File: config.mk
export PLATFORM = sky130hd
export DESIGN_NAME = mpaf_top
export DESIGN_NICKNAME = d
export VERILOG_FILES = /design/src/rtl/mpaf_pkg.sv /design/src/rtl/mpaf_regs.sv /design/src/rtl/mpaf_match.sv /design/src/rtl/mpaf_flags.sv /design/src/rtl/mpaf_top.sv
export SDC_FILE = /design/constraint.sdc
export NUM_CORES = 1
export LEC_CHECK = 0
export BUFFER_PORTS_ARGS = -buffer_cell sky130_fd_sc_hd__clkbuf_2
export CAP_MARGIN = 10
export CORE_MARGIN = 10
export CORE_UTILIZATION = 25
export DETAILED_ROUTE_END_ITERATION = 16
export HOLD_SLACK_MARGIN = 0.15
export PLACE_DENSITY = 0.5
export SLEW_MARGIN = 0
export SYNTH_ARGS = -nofsm -noshare
export SYNTH_HDL_FRONTEND = slang
export SYNTH_HIERARCHICAL = 1
export SYNTH_SLANG_ARGS = --single-unit
export TNS_END_PERCENT = 5
File: constraint.sdc
create_clock -name clk -period 2.4 [get_ports clk]
set_input_delay 0.36 -clock clk [delete_from_list [all_inputs] [get_ports clk]]
set_output_delay 0.36 -clock clk [all_outputs]
set_load 0.01 [all_outputs]
File: src/rtl/mpaf_pkg.sv
package mpaf_pkg;

   typedef enum logic [1:0] {
      SEL_NODE_ADR = 2'd0,
      SEL_ADR_MASK = 2'd1,
      SEL_CTRL     = 2'd2
   } reg_sel_e;

   // control register layout, bit 0 upward
   typedef struct packed {
      logic glob_ie;    // bit 3
      logic port_ie;    // bit 2
      logic mp_en;      // bit 1
      logic nine_mode;  // bit 0
   } ctrl_t;

   localparam int CTRL_W = $bits(ctrl_t);

endpackage

File: src/rtl/mpaf_regs.sv
module mpaf_regs
   import mpaf_pkg::*;
#(
   parameter int DATA_W = 8,
   parameter int SEL_W  = 2
) (
   input  logic              clk,
   input  logic              rst_n,
   input  logic              we,
   input  logic [SEL_W-1:0]  sel,
   input  logic [DATA_W-1:0] wdata,
   output logic [DATA_W-1:0] node_adr,
   output logic [DATA_W-1:0] adr_mask,
   output ctrl_t             ctrl
);

   localparam logic [SEL_W-1:0] S_ADR  = SEL_W'(SEL_NODE_ADR);
   localparam logic [SEL_W-1:0] S_MASK = SEL_W'(SEL_ADR_MASK);
   localparam logic [SEL_W-1:0] S_CTRL = SEL_W'(SEL_CTRL);

   always_ff @(posedge clk or negedge rst_n) begin
      if (!rst_n) begin
         node_adr <= '0;
         adr_mask <= '0;
         ctrl     <= '0;
      end else if (we) begin
         if (sel == S_ADR)  node_adr <= wdata;
         if (sel == S_MASK) adr_mask <= wdata;
         if (sel == S_CTRL) ctrl     <= ctrl_t'(wdata[CTRL_W-1:0]);
      end
   end

endmodule

File: src/rtl/mpaf_match.sv
module mpaf_match #(
   parameter int DATA_W   = 8,
   parameter bit BCAST_EN = 1'b1
) (
   input  logic [DATA_W-1:0] frame,
   input  logic [DATA_W-1:0] node_adr,
   input  logic [DATA_W-1:0] adr_mask,
   output logic              own_hit,
   output logic              bcast_hit
);

   logic [DATA_W-1:0] own_ok;
   logic [DATA_W-1:0] bc_ok;

   for (genvar b = 0; b < DATA_W; b++) begin : g_bit
      // masked-off bit, or equal to the node address
      assign own_ok[b] = !adr_mask[b] || (frame[b] == node_adr[b]);
      // pattern bit clear (don't care), or frame bit is one
      assign bc_ok[b]  = !(node_adr[b] || adr_mask[b]) || frame[b];
   end

   assign own_hit = &own_ok;

   if (BCAST_EN) begin : g_bcast
      assign bcast_hit = &bc_ok;
   end else begin : g_no_bcast
      logic unused_bc;
      assign unused_bc = &bc_ok;
      assign bcast_hit = 1'b0;
   end

endmodule

File: src/rtl/mpaf_flags.sv
module mpaf_flags (
   input  logic       clk,
   input  logic       rst_n,
   input  logic       rx_set,
   input  logic       tx_set,
   input  logic [1:0] clr,
   input  logic       port_ie,
   input  logic       glob_ie,
   output logic       rx_flag,
   output logic       tx_flag,
   output logic       irq
);

   always_ff @(posedge clk or negedge rst_n) begin
      if (!rst_n) begin
         rx_flag <= 1'b0;
         tx_flag <= 1'b0;
      end else begin
         // a hardware set outranks a clear in the same cycle
         if (rx_set)      rx_flag <= 1'b1;
         else if (clr[0]) rx_flag <= 1'b0;
         if (tx_set)      tx_flag <= 1'b1;
         else if (clr[1]) tx_flag <= 1'b0;
      end
   end

   assign irq = (rx_flag || tx_flag) && port_ie && glob_ie;

endmodule

File: src/rtl/mpaf_top.sv
module mpaf_top
   import mpaf_pkg::*;
#(
   parameter int DATA_W   = 8,
   parameter int SEL_W    = 2,
   parameter bit BCAST_EN = 1'b1
) (
   input  logic              clk,
   input  logic              rst_n,
   input  logic              reg_we,
   input  logic [SEL_W-1:0]  reg_addr,
   input  logic [DATA_W-1:0] reg_wdata,
   input  logic [DATA_W-1:0] frame_data,
   input  logic              frame_bit9,
   input  logic              bit9_stb,
   input  logic              stop_stb,
   input  logic              fe_det_en,
   input  logic              tx_done,
   input  logic [1:0]        flag_clr,
   output logic [DATA_W-1:0] rx_buf,
   output logic              rx_flag,
   output logic              tx_flag,
   output logic              irq
);

   if (DATA_W < CTRL_W) begin : g_bad_width
      $error("mpaf_top: DATA_W must hold the control field");
   end
   if (SEL_W < 2) begin : g_bad_sel
      $error("mpaf_top: SEL_W must be at least 2");
   end

   logic [DATA_W-1:0] node_adr;
   logic [DATA_W-1:0] adr_mask;
   ctrl_t             ctrl;
   logic              own_hit;
   logic              bcast_hit;
   logic              sel_stb;
   logic              mp_active;
   logic              accept;

   mpaf_regs #(.DATA_W(DATA_W), .SEL_W(SEL_W)) u_regs (
      .clk      (clk),
      .rst_n    (rst_n),
      .we       (reg_we),
      .sel      (reg_addr),
      .wdata    (reg_wdata),
      .node_adr (node_adr),
      .adr_mask (adr_mask),
      .ctrl     (ctrl)
   );

   mpaf_match #(.DATA_W(DATA_W), .BCAST_EN(BCAST_EN)) u_match (
      .frame     (frame_data),
      .node_adr  (node_adr),
      .adr_mask  (adr_mask),
      .own_hit   (own_hit),
      .bcast_hit (bcast_hit)
   );

   // ninth-bit timing only when nine-bit mode runs without error detection
   assign sel_stb   = (ctrl.nine_mode && !fe_det_en) ? bit9_stb : stop_stb;
   assign mp_active = ctrl.nine_mode && ctrl.mp_en;
   assign accept    = sel_stb &&
                      (!mp_active || (frame_bit9 && (own_hit || bcast_hit)));

   always_ff @(posedge clk or negedge rst_n) begin
      if (!rst_n)      rx_buf <= '0;
      else if (accept) rx_buf <= frame_data;
   end

   mpaf_flags u_flags (
      .clk     (clk),
      .rst_n   (rst_n),
      .rx_set  (accept),
      .tx_set  (tx_done),
      .clr     (flag_clr),
      .port_ie (ctrl.port_ie),
      .glob_ie (ctrl.glob_ie),
      .rx_flag (rx_flag),
      .tx_flag (tx_flag),
      .irq     (irq)
   );

endmodule

==> impl_results.md <==
- Final worst path period need: 1.91 ns
- GP Congestion: 0.724
- Cells on worst reg2reg path: 6
- Final Slew Violations: 0
- Grt ovf: 0
- Slew HR: 47.8%
- Cells after Synth: 97
- Row count: 26
- Area Overhead vs Synth: 27.0%
- NumNets Final: 170
- Status: finished, final reports clean
- Crit path largest cell delay: 0.40 ns
- Layout cell share with drive strength beyond 1: 53.1%
- Routed WL per cell: 15.6 µm
- Die height: 94.0 µm
- Setup crit end kind: flop
- Post-route ant nets: 0
- Yosys synthesis warning count: 6
- RSZ-0062 raised after global routing: false
- EDFF count, synth: 0
- Post-CTS Setup Bufs: 0
- PD cells: 829 nW/µm²
- Top Family by Delay on Critical Path: compound AO/OA/AOI/OAI gates
- Vias per cell: 4.41
- Maximum VDD drop: 0.294 mV
- Req. time, crit path: 2.56 ns
- Final Skew: 0.00443 ns
- Post-Syn Area: 1370 µm²
- H-tree lvl count: 2
- Fmax: 0.522 GHz
- WP buf/inv: 0
- Final Setup Violations: 0
- CTS root buf: clkbuf_8
- Final wirelength: 3320 µm
- Num CTS Buffers: 5
- Core Area: 5200 µm²
- Slowest CP cell: dfrtp_1
- Final worst path period share: 79.8%
- Die extent in x: 94.0 µm
- Residual DRC: 0
- TritonCTS clock tree: done
- Final cell count without fillers: 213
- Lkg Pwr: 0.808 nW
- Post-synthesis sequential area ratio: 54.8%
- Placed Cells: 205
- Max cap viols: 0
- Worst Setup Start Kind: flop
- CTS Hold Bufs: 0
- WP depth: 6
- Initial core utilization: 26.3%
- Final hold vios: 0
- Setup TNS: 0 ns
- Post-CTS sizing: 0
- Antenna cell count: 0
- Initial antenna violation count: 0
- Worst Path Arrival: 2.08 ns
- Worst-path fanout max: 9
- HPWL after DPL: 2630 µm
- Syn_area_per_cell: 14.1 µm²
- Total Power: 0.00144 W
- Async S/R FF share, synth: 100%
- Vias in the first global route: 1,140
- Clock-pin slew on the worst setup and hold paths: 0.06 ns
- HP Class: primary input to asynchronous set/reset pin
- First-pass GRT wire length: 5580 µm
- WS Path Type: flop to flop
- Initial detailed-routing violation count: 22
- Worst skew pair latency: 0.28 ns
- Total global-route track usage: 8.16%
- Pin count of the biggest net entering global routing: 31
- CP cell instances: xor2_1, a22oi_1, and4_1, o21a_1, o221ai_4, mux2_2
- Clock sinks: 30
- Via count: 939
- Mapped Nets: 125
- I/O pin total: 39
- DRT Pass-1 Iters: 4
- CTS max path bufs: 2
- Most common flop cell mapped by yosys: dfrtp_1
- Count of buffers from port buffering: 38
- Worst-margin pin slew: 0.783 ns
- Seq cells post-synth: 30
- Die area: 8840 µm²
- Synth cell types: 21
## kinds of logic (layout without fill, tap and decap cells)
| kind of cell | Yosys count | count (layout) | synth area share [%] |
|---|---|---|---|
| XOR/XNOR | 8 | 8 | 5.12 |
| flip-flops | 30 | 30 | 54.8 |
| AO/OA/AOI/OAI | 15 | 15 | 9.69 |
| buffers and inverters | 3 | 49 | 0.823 |
| AND/OR/NAND/NOR | 13 | 13 | 6.49 |
| multiplexers | 28 | 28 | 23.0 |
## routing by layer
layer	global-route usage, %	vias to the layer above	part of all wire (%)
met5	0	-	0
met4	2.28	0	1.2
met2	11.8	32	41
li1	-	449	-
met3	5.36	5	10
met1	9.69	453	47
## stage by stage
stage	utilization [%]	hold WS (ns)	worst slack (ns)	area, µm²
6_report	33.4	0.156	0.485	1740
5_1_grt	33.4	0.194	0.339	1740
4_1_cts	33.4	0.177	0.443	1740
3_5_place_dp	31.6	0.478	0.381	1650
3_3_place_gp	31.6	0.464	0.415	1650
2_1_floorplan	-	0.0644	0.651	1370
## worst reg2reg max path, stage by stage (launching register included)
cell	delay [ns]
dfrtp_1	0.40
xor2_1	0.17
a22oi_1	0.09
and4_1	0.21
o21a_1	0.19
o221ai_4	0.36
mux2_2	0.38
## state kept, by name (all words and copies together) (netlist names)
signal	cells
u_regs/adr_mask	8
u_regs/ctrl	4
rx_buf	8
u_regs/node_adr	8
u_flags/tx_flag	1
u_flags/rx_flag	1
## cells in the mapped netlist (all sizes together) (2+ instances only)
library cell | number | area share, %
dfrtp | 30 | 55
o21bai | 3 | 1.6
nor2 | 5 | 1.4
o22ai | 2 | 0.91
nand3b | 2 | 1.4
inv | 3 | 0.82
mux2 | 28 | 23
a22oi | 4 | 2.2
xor2 | 8 | 5.1
a21o | 2 | 1.1
## worst paths after layout
kind,start,endpoint,slack (ns)
worst min-delay path,rst_n,rx_buf[2],0.16
worst max-delay path,u_regs/node_adr[5],rx_buf[7],0.49
min in group clk,tx_done,u_flags/tx_flag,0.26
max in group asynchronous,rst_n,rx_buf[1],1.75
worst max register to register,u_regs/node_adr[5],rx_buf[7],0.49
worst min register to register,u_regs/ctrl[3],u_regs/ctrl[3],0.51
## layout by cell type, fill, tap and decap left out
master,count
a21o_1,2
a22oi_1,4
and4_1,1
clkbuf_1,1
clkbuf_2,38
clkbuf_8,6
clkinv_2,1
dfrtp_1,30
inv_1,3
mux2_2,28
nand2_1,1
nand3b_1,1
nand3b_2,1
nor2_1,5
nor2b_1,1
nor3_1,1
nor3b_4,1
o2111ai_1,1
o211a_1,1
o21a_1,1
o21bai_1,3
o221ai_4,1
o22ai_1,2
or3b_1,1
xor2_1,8
## layout make-up
type	count	area (µm²)
Clock buffer	7	86.3
Clock inverter	1	5.00
Fill cell	547	3470
Inverter	3	11.3
Multi-Input combinational cell	64	607
Sequential cell	30	751
Tap cell	70	87.6
Timing Repair Buffer	38	190
## power breakdown
| part | switching (W) | internal (W) | total, W | leakage [nW] |
|---|---|---|---|---|
| clock | 0.000180 | 0.000231 | 0.000411 | 0.0482 |
| combinational | 0.000151 | 0.000187 | 0.000339 | 0.408 |
| sequential | 0.0000760 | 0.000615 | 0.000691 | 0.352 |
No activity file was read; power rests on OpenSTA's default activity.
